<file path="config.mk">
export PLATFORM = sky130hd
export DESIGN_NAME = ssram_cycle_ctrl
export DESIGN_NICKNAME = d
export VERILOG_FILES = /design/src/rtl/ssram_pkg.sv /design/src/rtl/ssram_burst_addr.sv /design/src/rtl/ssram_cycle_dec.sv /design/src/rtl/ssram_byte_array.sv /design/src/rtl/ssram_cycle_ctrl.sv
export SDC_FILE = /design/constraint.sdc
export NUM_CORES = 2
export LEC_CHECK = 0
export ABC_CLOCK_PERIOD_IN_PS = 3300
export BUFFER_PORTS_ARGS = -buffer_cell sky130_fd_sc_hd__buf_4
export CAP_MARGIN = 20
export CORE_MARGIN = 2
export CORE_UTILIZATION = 57
export CTS_BUF_LIST = sky130_fd_sc_hd__clkbuf_16
export DETAILED_ROUTE_END_ITERATION = 10
export PLACE_DENSITY = 0.76
export SYNTH_ARGS = -nofsm -noshare
export SYNTH_HDL_FRONTEND = slang
export SYNTH_HIERARCHICAL = 1
export SYNTH_SLANG_ARGS = --single-unit
</file>
<file path="constraint.sdc">
create_clock -name clk -period 3.3 [get_ports clk]
set_input_delay 0.66 -clock clk [delete_from_list [all_inputs] [get_ports clk]]
set_output_delay 0.66 -clock clk [all_outputs]
set_load 0.02 [all_outputs]
</file>
<file path="src/rtl/ssram_pkg.sv">
package ssram_pkg;

    typedef enum logic [2:0] {
        CYC_IDLE,
        CYC_DESEL,
        CYC_NEW_RD,
        CYC_NEW_WR,
        CYC_CONT_RD,
        CYC_CONT_WR,
        CYC_SUSP_RD,
        CYC_SUSP_WR
    } cyc_e;

    function automatic logic cyc_is_write(cyc_e k);
        return (k == CYC_NEW_WR) || (k == CYC_CONT_WR) || (k == CYC_SUSP_WR);
    endfunction

    function automatic logic cyc_is_read(cyc_e k);
        return (k == CYC_NEW_RD) || (k == CYC_CONT_RD) || (k == CYC_SUSP_RD);
    endfunction

endpackage

</file>
<file path="src/rtl/ssram_burst_addr.sv">
module ssram_burst_addr #(
    parameter int CNT_W = 2
) (
    input  logic [CNT_W-1:0] start_lo,
    input  logic [CNT_W-1:0] beat,
    input  logic             ilv,
    output logic [CNT_W-1:0] lo
);
    always_comb begin
        if (ilv) lo = start_lo ^ beat;
        else     lo = start_lo + beat;
    end
endmodule

</file>
<file path="src/rtl/ssram_cycle_dec.sv">
module ssram_cycle_dec
    import ssram_pkg::*;
(
    input  logic sel1_n,
    input  logic sel2,
    input  logic sel3_n,
    input  logic pstb_n,
    input  logic cstb_n,
    input  logic adv_n,
    input  logic wr_req,
    input  logic burst_open,
    output cyc_e kind,
    output logic load,
    output logic advance
);
    logic chip_on;
    logic p_hit;
    logic c_hit;

    always_comb begin
        chip_on = !sel1_n && sel2 && !sel3_n;
        p_hit   = !pstb_n && !sel1_n;
        c_hit   = !cstb_n && !p_hit;
        kind    = CYC_IDLE;
        load    = 1'b0;
        advance = 1'b0;
        if (p_hit || c_hit) begin
            if (chip_on) begin
                load = 1'b1;
                kind = (p_hit || !wr_req) ? CYC_NEW_RD : CYC_NEW_WR;
            end else begin
                kind = CYC_DESEL;
            end
        end else if (burst_open) begin
            advance = !adv_n;
            if (!adv_n) kind = wr_req ? CYC_CONT_WR : CYC_CONT_RD;
            else        kind = wr_req ? CYC_SUSP_WR : CYC_SUSP_RD;
        end
    end
endmodule

</file>
<file path="src/rtl/ssram_byte_array.sv">
module ssram_byte_array #(
    parameter int ADDR_W = 6,
    parameter int LANES  = 4,
    parameter int LANE_W = 9
) (
    input  logic                    clk,
    input  logic                    rst_n,
    input  logic [LANES-1:0]        lane_we,
    input  logic [ADDR_W-1:0]       waddr,
    input  logic [LANES*LANE_W-1:0] wdata,
    input  logic [ADDR_W-1:0]       raddr,
    output logic [LANES*LANE_W-1:0] rdata
);
    localparam int DEPTH = 1 << ADDR_W;

    for (genvar g = 0; g < LANES; g++) begin : g_lane
        logic [LANE_W-1:0] mem_q [DEPTH];

        always_ff @(posedge clk or negedge rst_n) begin
            if (!rst_n) begin
                for (int w = 0; w < DEPTH; w++) mem_q[w] <= '0;
            end else if (lane_we[g]) begin
                mem_q[waddr] <= wdata[g*LANE_W +: LANE_W];
            end
        end

        assign rdata[g*LANE_W +: LANE_W] = mem_q[raddr];
    end
endmodule

</file>
<file path="src/rtl/ssram_cycle_ctrl.sv">
module ssram_cycle_ctrl
    import ssram_pkg::*;
#(
    parameter int ADDR_W = 6,
    parameter int LANES  = 4,
    parameter int LANE_W = 9,
    parameter int CNT_W  = 2
) (
    input  logic                    clk,
    input  logic                    rst_n,
    input  logic                    sel1_n,
    input  logic                    sel2,
    input  logic                    sel3_n,
    input  logic                    pstb_n,
    input  logic                    cstb_n,
    input  logic                    adv_n,
    input  logic                    gwr_n,
    input  logic                    bwr_n,
    input  logic [LANES-1:0]        lane_sel_n,
    input  logic                    burst_ilv,
    input  logic [ADDR_W-1:0]       addr,
    input  logic                    oe_n,
    input  logic [LANES*LANE_W-1:0] wdata,
    output logic [LANES*LANE_W-1:0] rdata,
    output logic                    rdata_oe
);
    localparam int HI_W = ADDR_W - CNT_W;

    typedef struct packed {
        logic             active;
        logic             ilv;
        logic [HI_W-1:0]  hi;
        logic [CNT_W-1:0] start;
        logic [CNT_W-1:0] cnt;
        logic             rd;
        logic             first;
    } st_t;

    st_t st_d, st_q;

    logic              wr_req;
    cyc_e              kind;
    logic              load;
    logic              advance;
    logic [CNT_W-1:0]  cnt_use;
    logic [CNT_W-1:0]  lo_cur;
    logic [CNT_W-1:0]  lo_nxt;
    logic [ADDR_W-1:0] rd_addr;
    logic [ADDR_W-1:0] cyc_addr;
    logic [LANES-1:0]  lane_we;

    assign wr_req  = !gwr_n || (!bwr_n && (lane_sel_n != '1));
    assign cnt_use = advance ? st_q.cnt + CNT_W'(1) : st_q.cnt;

    ssram_cycle_dec u_dec (
        .sel1_n     (sel1_n),
        .sel2       (sel2),
        .sel3_n     (sel3_n),
        .pstb_n     (pstb_n),
        .cstb_n     (cstb_n),
        .adv_n      (adv_n),
        .wr_req     (wr_req),
        .burst_open (st_q.active),
        .kind       (kind),
        .load       (load),
        .advance    (advance)
    );

    ssram_burst_addr #(.CNT_W(CNT_W)) u_cur (
        .start_lo (st_q.start),
        .beat     (st_q.cnt),
        .ilv      (st_q.ilv),
        .lo       (lo_cur)
    );

    ssram_burst_addr #(.CNT_W(CNT_W)) u_nxt (
        .start_lo (st_q.start),
        .beat     (cnt_use),
        .ilv      (st_q.ilv),
        .lo       (lo_nxt)
    );

    assign rd_addr  = {st_q.hi, lo_cur};
    assign cyc_addr = load ? addr : {st_q.hi, lo_nxt};

    always_comb begin
        for (int i = 0; i < LANES; i++) begin
            lane_we[i] = cyc_is_write(kind) && (!gwr_n || (!bwr_n && !lane_sel_n[i]));
        end
    end

    always_comb begin
        st_d = st_q;
        if (load) begin
            st_d.active = 1'b1;
            st_d.ilv    = burst_ilv;
            st_d.hi     = addr[ADDR_W-1:CNT_W];
            st_d.start  = addr[CNT_W-1:0];
            st_d.cnt    = '0;
            st_d.rd     = (kind == CYC_NEW_RD);
            st_d.first  = (kind == CYC_NEW_RD) && !st_q.active;
        end else if (kind == CYC_DESEL) begin
            st_d.active = 1'b0;
            st_d.rd     = 1'b0;
            st_d.first  = 1'b0;
        end else if (st_q.active) begin
            st_d.cnt    = cnt_use;
            st_d.rd     = cyc_is_read(kind);
            st_d.first  = 1'b0;
        end else begin
            st_d.rd     = 1'b0;
            st_d.first  = 1'b0;
        end
    end

    always_ff @(posedge clk or negedge rst_n) begin
        if (!rst_n) st_q <= '0;
        else        st_q <= st_d;
    end

    ssram_byte_array #(.ADDR_W(ADDR_W), .LANES(LANES), .LANE_W(LANE_W)) u_arr (
        .clk     (clk),
        .rst_n   (rst_n),
        .lane_we (lane_we),
        .waddr   (cyc_addr),
        .wdata   (wdata),
        .raddr   (rd_addr),
        .rdata   (rdata)
    );

    assign rdata_oe = st_q.rd && !st_q.first && !oe_n;

    p_desel_quiet_r1: assert property (@(posedge clk) disable iff (!rst_n)
        (kind == CYC_DESEL) |=> !rdata_oe);

    p_proc_priority_r2: assert property (@(posedge clk) disable iff (!rst_n)
        (!pstb_n && !cstb_n && !sel1_n && sel2 && !sel3_n) |-> (kind == CYC_NEW_RD));

    p_proc_no_write_r4: assert property (@(posedge clk) disable iff (!rst_n)
        (!pstb_n && !sel1_n) |-> (lane_we == '0));

    p_suspend_holds_r8: assert property (@(posedge clk) disable iff (!rst_n)
        (kind == CYC_SUSP_RD || kind == CYC_SUSP_WR) |=> $stable(rd_addr));

    p_write_hides_bus_r9: assert property (@(posedge clk) disable iff (!rst_n)
        (lane_we != '0) |=> !rdata_oe);

    p_first_masked_r10: assert property (@(posedge clk) disable iff (!rst_n)
        (kind == CYC_NEW_RD && !st_q.active) |=> !rdata_oe);

endmodule

</file>
* Word level (Yosys, flattened, before mapping)
Index checks and enable logic that the tools add are counted.
Storage, ports and cells: register bits after elaboration 2316, word-level logic and storage cells 369, input bits 58
Cells by class: equal/unequal tests 9, muxes and demuxes 40, add/sub/neg operators 3, reductions and logical operators 47, bitwise gates (word level) 4, order comparisons 3
Operators by type and width (number):
- $bwmux 576 | 4
- $bmux 9 s6 | 4
- $mux 9 | 9
- $demux 9 s6 | 1
- $logic_and 1x1->1 | 17
- $logic_not 1->1 | 16
- $ge 7x7->1 const B | 2
- $mux 2 | 7
- $not 6->7 | 2
- $eq 3x3->1 const B | 4
- $mux 3 | 4
- $logic_or 1x1->1 | 11
- $mux 1 | 9
- $lt 7x1->1 const B | 1
- $eq 3x2->1 const B | 2
- $mux 6 | 1
- $add 2x2->2 | 2
- $mux 4 | 1
- $ne 4x4->1 const B | 1
- $reduce_bool 2->1 | 2
- $xor 2x2->2 | 2
- $eq 3x1->1 const B | 1
- $add 2x1->2 const B | 1
- $ne 2x2->1 const B | 1
- $reduce_and 2->1 | 1

* Depth between registers and ports, before layout
depth in word-level cells 16, depth in mapped cells 14, mapped depth without buffers 13

* By module
The synthesis kept the hierarchy.
By module, submodules not included:
- ssram_byte_array | area each 104408.9 um^2, instances 1, cells each 6573
- ssram_cycle_ctrl | area each 599.3 um^2, instances 1, cells each 60
- ssram_cycle_dec | area each 77.6 um^2, instances 1, cells each 10
- ssram_burst_addr | area each 36.3 um^2, instances 2, cells each 4

* Least setup slack after synthesis
OpenSTA, ideal clock, no wires.
path kind input-to-reg, start input sel1_n, end register u_arr/g_lane[3].mem_q[45] (netlist name), slack -126 ps, arrival 3298 ps, stages 14, path buffers 2, cells stage by stage o211a_1 nor2b_1 xor2_1 ha_1 nor2b_1 xnor2_1 inv_1 o21ai_0 buf_2 or3b_1 buf_4 nor2_4 nand2_2 mux2_1
Between the ends: longest elaborated chain between the ends 16, elaborated cells between the ends (all ways) 32
Ends and longest elaborated chain:
- from (decl) | RTL line ssram_cycle_ctrl.sv:11 | input logic sel1_n,
- $logic_not 1->1 * | RTL line ssram_cycle_dec.sv:22 | p_hit = !pstb_n && !sel1_n;
- $logic_and 1x1->1 * | RTL line ssram_cycle_dec.sv:22
- $logic_not 1->1 | RTL line ssram_cycle_dec.sv:23 | c_hit = !cstb_n && !p_hit;
- $logic_and 1x1->1 | RTL line ssram_cycle_dec.sv:23
- $logic_or 1x1->1 * | RTL line ssram_cycle_dec.sv:27 | if (p_hit || c_hit) begin
- $mux 1 * | RTL line ssram_cycle_dec.sv:27
- net advance | RTL line ssram_cycle_ctrl.sv:44 | logic advance;
- $mux 2 * | RTL line ssram_cycle_ctrl.sv:53 | assign cnt_use = advance ? st_q.cnt + CNT_W'(1) : st_q.cnt;
- net cnt_use[0] | RTL line ssram_cycle_ctrl.sv:45 | logic [CNT_W-1:0] cnt_use;
- (+2 left out)
- net lo_nxt[1] | RTL line ssram_cycle_ctrl.sv:47 | logic [CNT_W-1:0] lo_nxt;
- $mux 6 * | RTL line ssram_cycle_ctrl.sv:84 | assign cyc_addr = load ? addr : {st_q.hi, lo_nxt};
- net cyc_addr[1] | RTL line ssram_cycle_ctrl.sv:49 | logic [ADDR_W-1:0] cyc_addr;
- $not 6->7 (implied by the code) * | RTL line ssram_byte_array.sv:23 | mem_q[waddr] <= wdata[g*LANE_W +: LANE_W];
- $ge 7x7->1 (implied by the code) or $lt 7x1->1 (tied branches) | RTL line ssram_byte_array.sv:23
- $logic_and 1x1->1 (implied by the code) | RTL line ssram_byte_array.sv:23
- $mux 9 (implied by the code) | RTL line ssram_byte_array.sv:23
- $demux 9 s6 * | RTL line ssram_byte_array.sv:23
- $bwmux 576 * | RTL line ssram_byte_array.sv:23
- to (signal, indexed assignment) | RTL line ssram_byte_array.sv:23
- to (decl) | RTL line ssram_byte_array.sv:17 | logic [LANE_W-1:0] mem_q [DEPTH];
The timed path passes the listed nets; every way through them passes the cells marked *. A chain may end at the register's enable or synchronous reset.

* Worst setup path after layout
start register st_q[2] (netlist name), end output rdata[20]
Between the ends: longest elaborated chain between the ends 6, elaborated cells between the ends (all ways) 7
Ends and longest elaborated chain:
- from (decl) | RTL line ssram_cycle_ctrl.sv:39 | st_t st_d, st_q;
- from (signal assigned) | RTL line ssram_cycle_ctrl.sv:118 | else st_q <= st_d;
- $add 2x2->2 | RTL line ssram_burst_addr.sv:11 | else lo = start_lo + beat;
- $mux 2 | RTL line ssram_burst_addr.sv:10 | if (ilv) lo = start_lo ^ beat;
- net lo_cur[1] | RTL line ssram_cycle_ctrl.sv:46 | logic [CNT_W-1:0] lo_cur;
- $not 6->7 (implied by the code) | RTL line ssram_byte_array.sv:27 | assign rdata[g*LANE_W +: LANE_W] = mem_q[raddr];
- $bmux 9 s6 | RTL line ssram_byte_array.sv:27
- $mux 9 (implied by the code) (2 in a row) | RTL line ssram_byte_array.sv:27
- to (decl) | RTL line ssram_cycle_ctrl.sv:24 | output logic [LANES*LANE_W-1:0] rdata,
The timed path passes the listed nets, and every way through them passes these cells. The select of a mux whose other input is x is not followed.

==> metrics.md <==
| Metric | Value |
|---|---|
| Largest net degree at the start of global routing | `138` |
| 1st-pass router iterations | `5` |
| Final setup vio count | `39` |
| CP arrival | `3.92 ns` |
| CTS tree | `yes` |
| Largest delay share family, worst path | `simple AND/OR/NAND/NOR gates` |
| Placed cell area | `115000 um^2` |
| Worst slew pin tran | `0.878 ns` |
| Area contributors post-synth | `dfrtp_1 (55%), mux2_2 (23%), mux4_2 (12%)` |
| CP Launch Type | `flip-flop` |
| Synth Flop Type | `dfrtp_1` |
| Synthesized area | `105000 um^2` |
| RSZ-0062 raised after global routing | `yes` |
| Post-synth EDFFs | `0` |
| MaxCap Viol Count | `0` |
| ANT nets after route | `0` |
| Clock Sinks | `around 2300` |
| Reg-to-reg setup timing slack | `-0.02 ns` |
| Critical path class | `reg -> out` |
| Critical Path End Type | `output pin` |
| Post-synthesis sequential element count | `2316` |
| Hold depth | `2` |
| Worst vdd ir | `0.505 mV` |
| Worst Path Max Fanout | `7` |
| Die area | `between 150000 and 200000 um^2` |
| GRT Overall Usage | `roughly 34%` |
| Skew-Pair Late Insertion Delay | `0.89 ns` |
| Worst path slowest cell | `dfrtp_1` |
| Leakage | `63.0 nW` |
| Final WS setup | `-1.28 ns` |
| Via/cell ratio | `6.56` |
| CTS buffer count | `229` |
| Initial core utilization | `57.4%` |
| CP peak stage delay | `0.42 ns` |
| Remaining DRCs | `0` |
| Die Ht | `434 um` |
| Syn Area/Cell | `15.8 um^2` |
| Number of I/O pins | `95` |
| Reg2reg start | `st_q[11]` |
| Crit-path cells | `ha_4 -> nor2b_4 -> xnor2_4 -> buf_12 -> buf_16 -> buf_4 -> buf_6 -> nand2b_1 -> buf_12 -> o22ai_1 -> nor2_1 -> a22o_1 -> and3_4 -> buf_6` |
| Hold WC Path Type | `in -> reg` |
| Slew headroom | `41.5%` |
| Worst Path Required | `2.64 ns` |
| Hold EP | `st_q[10]` |
| Share of layout cells above drive strength 1 | `60.0%` |
| Vias in the first global route | `69554` |
| Bufs and invs on worst path | `6` |
| Sequential share of the synthesized area | `55.1%` |
| Final nets | `7506` |
| Post-Syn Instances | `6651` |
| Synth async-reset ratio | `100%` |
| Routed vias | `~66000` |
| Worst r2r path cells | `15` |
| Fin. max-slew vios | `0` |
| Clock tree buffer depth | `3` |
| Core Region | `183000 um^2` |
| Final Cycle Share | `139%` |
| Port buffer count | `94` |
| Status | `finished, violations left` |
| Htree depth | `4` |
| Detailed Route Iter0 Violations | `6273` |
| First-pass GRT wire length | `464 mm` |
| Design area | `128000 um^2` |
| Routed length per instance | `~31 um` |
| Worst Clk Skew | `0.0439 ns` |
| Gpl congestion | `0.924` |
| Failing checks | `setup timing` |
| Clk slew on worst S/H paths | `0.06 ns` |
| HP Start | `burst_ilv` |
| Tmin final | `4.58 ns` |
| FMAX | `about 220 MHz` |
| Routed WL | `314 mm` |
| Pwr/cell area | `between 600 and 700 nW/um^2` |
| Num rows | `157` |
| Hold Violations, Final | `0` |
| Warnings from Yosys | `6` |
| GR Overflow Total | `0` |
| Syn Nets | `6711` |
| Syn-to-layout area delta | `22.2%` |
| Post-synth top area share | `55.1%` |
| Die width | `434 um` |
| Pre-CTS setup slack | `-1.33 ns` |
| Setup TNS | `-40.46 ns` |
| Initial antenna violation count | `9` |
| Synth area leader | `dfrtp_1` |
| Post-DP HPWL | `approximately 200 mm` |
| Clk root buf | `clkbuf_16` |
| Worst r2r dst | `u_arr/g_lane[0].mem_q[478]` |
| Synth cell types | `64` |
placed cells by master (no fill, tap or decap), types with 10 or more instances in the layout:
| cell type | netlist | layout |
|---|---|---|
| o21ai_0 | 19 | 12 |
| a31oi_1 | 18 | 13 |
| nand2_8 | 0 | 34 |
| o22ai_2 | 0 | 74 |
| o22a_1 | 26 | 16 |
| buf_4 | 62 | 611 |
| bufinv_16 | 0 | 15 |
| a21oi_2 | 0 | 12 |
| clkinv_1 | 1 | 58 |
| nand2_1 | 187 | 159 |
| nor3_1 | 20 | 13 |
| buf_6 | 9 | 123 |
| o22ai_1 | 140 | 50 |
| o221ai_1 | 40 | 16 |
| buf_16 | 0 | 35 |
| buf_8 | 0 | 22 |
| o22ai_4 | 0 | 16 |
| mux4_2 | 572 | 572 |
| nand3_1 | 17 | 15 |
| nor4_2 | 0 | 15 |
| mux2_4 | 0 | 21 |
| mux2_1 | 182 | 168 |
| nand2_4 | 0 | 49 |
| buf_12 | 0 | 237 |
| a21oi_1 | 39 | 24 |
| clkbuf_16 | 0 | 242 |
| nor2_1 | 64 | 40 |
| nor4_4 | 0 | 10 |
| nand2_2 | 156 | 112 |
| dfrtp_1 | 2316 | 2312 |
| mux2_2 | 2131 | 2124 |
| nor2_2 | 1 | 13 |
| o221ai_2 | 0 | 15 |
| inv_1 | 6 | 54 |
| clkinv_2 | 0 | 38 |
| nor2_4 | 39 | 51 |
| mux2i_1 | 42 | 35 |
per-layer routing:
metal / vias up / wire length [um] / share of wire, % / GRT usage [%]
li1: 26696 / - / - / -
met1: 35802 / 124000 / 40 / 46.3
met2: 2932 / 147000 / 47 / 51.3
met3: 752 / 27600 / 8.8 / 7.47
met4: 4 / 15400 / 4.9 / 15.5
met5: - / 23 / 0.0073 / 0
flip-flops by register name, summed over array words and instances (netlist names):
register / cells
st_q: 8
u_arr/g_lane.mem_q: 2304
rd_addr: 4
area by class of cell:
class / instances / area (um^2)
Multi-Input combinational cell: 3846 / 47900
Sequential cell: 2316 / 58000
Fill cell: 11386 / 54800
Timing Repair Buffer: 1045 / 12400
Clock buffer: 234 / 5860
Tap cell: 2464 / 3080
Inverter: 8 / 30.0
Antenna cell: 6 / 15.0
Clock inverter: 177 / 1230
repair_timing:
item                                    in CTS  in global routing
pin swaps                                   80                 59
endpoints found under the setup margin    2256               2228
buffers inserted                           103                 52
hold buffers                                 1                  0
hold endpoints to repair                    50                  0
gates resized for setup                    526                198
gates cloned                                24                 21
stage by stage:
step           utilization (%)  cells  power (mW)  hold WS [ns]
2_1_floorplan                -   6651        41.5         0.364
3_3_place_gp              63.0   9505        48.6         0.468
3_5_place_dp              63.0   9505        49.1         0.475
4_1_cts                   69.2  10034        76.5        0.0233
5_1_grt                   70.1  10093        79.8        0.0483
6_report                  70.1  10096        77.4        0.0665
power breakdown:
group	leakage [nW]	switching [mW]	internal, mW	total (mW)
clock	3.67	11.2	13.9	25.1
sequential	32.1	1.43	31.1	32.5
combinational	27.3	10.1	9.68	19.8
total	63.0	22.7	54.7	77.4
worst max-delay path by stage:
stage,from,end,depth (start not counted)
final,st_q[2],rdata[20],14
after CTS,st_q[2],rdata[26],15
after detailed placement,st_q[4],rdata[23],12
after floorplan,sel1_n,u_arr/g_lane[2].mem_q[118],14
after global placement,st_q[4],rdata[23],12
after global routing,st_q[2],rdata[20],14
cells in the mapped netlist (all sizes together), types with 4 or more instances:
cell and instances:
dfrtp 2316, mux2 2313, mux4 572, nand2 343
clkbuf 280, buf 212, o22ai 140, nor2 104
mux2i 42, o221ai 40, a21oi 39, nor4 26
o22a 26, nor3 20, nand3 19, o21ai 19
a31oi 18, nor2b 14, a221oi 9, a22o 9
a22oi 9, inv 7, nand3b 7, nand2b 6
or3b 6, xnor2 5, and2 4, o2111ai 4
o21a 4, or3 4
worst reg2reg max path: stages (launching register included):
cell	delay, ns
dfrtp_1	0.36
o211a_4	0.16
nor2b_4	0.17
xor2_2	0.16
ha_2	0.20
nor2b_4	0.16
xnor2_2	0.13
inv_2	0.06
o21ai_4	0.32
or3b_4	0.47
buf_8	0.17
nor2_4	0.16
buf_12	0.14
buf_8	0.13
nand2_8	0.09
mux2_4	0.33
kinds of logic (layout without fill, tap and decap cells):
group                      count (synthesis)  count (layout)  share of synthesized area (%)
AOI/OAI and AO/OA                        337             337                           2.21
DFF                                     2316            2316                           55.1
other                                      0               6                              0
adders and majority gates                  2               2                         0.0238
muxes                                   2927            2927                           37.4
xor gates and xnor gates                   6               6                         0.0500
and+or+nand+nor                          563             574                           3.01
buffers and inverters                    500            1464                           2.17
Note: power is estimated with default switching activity, not from simulation.
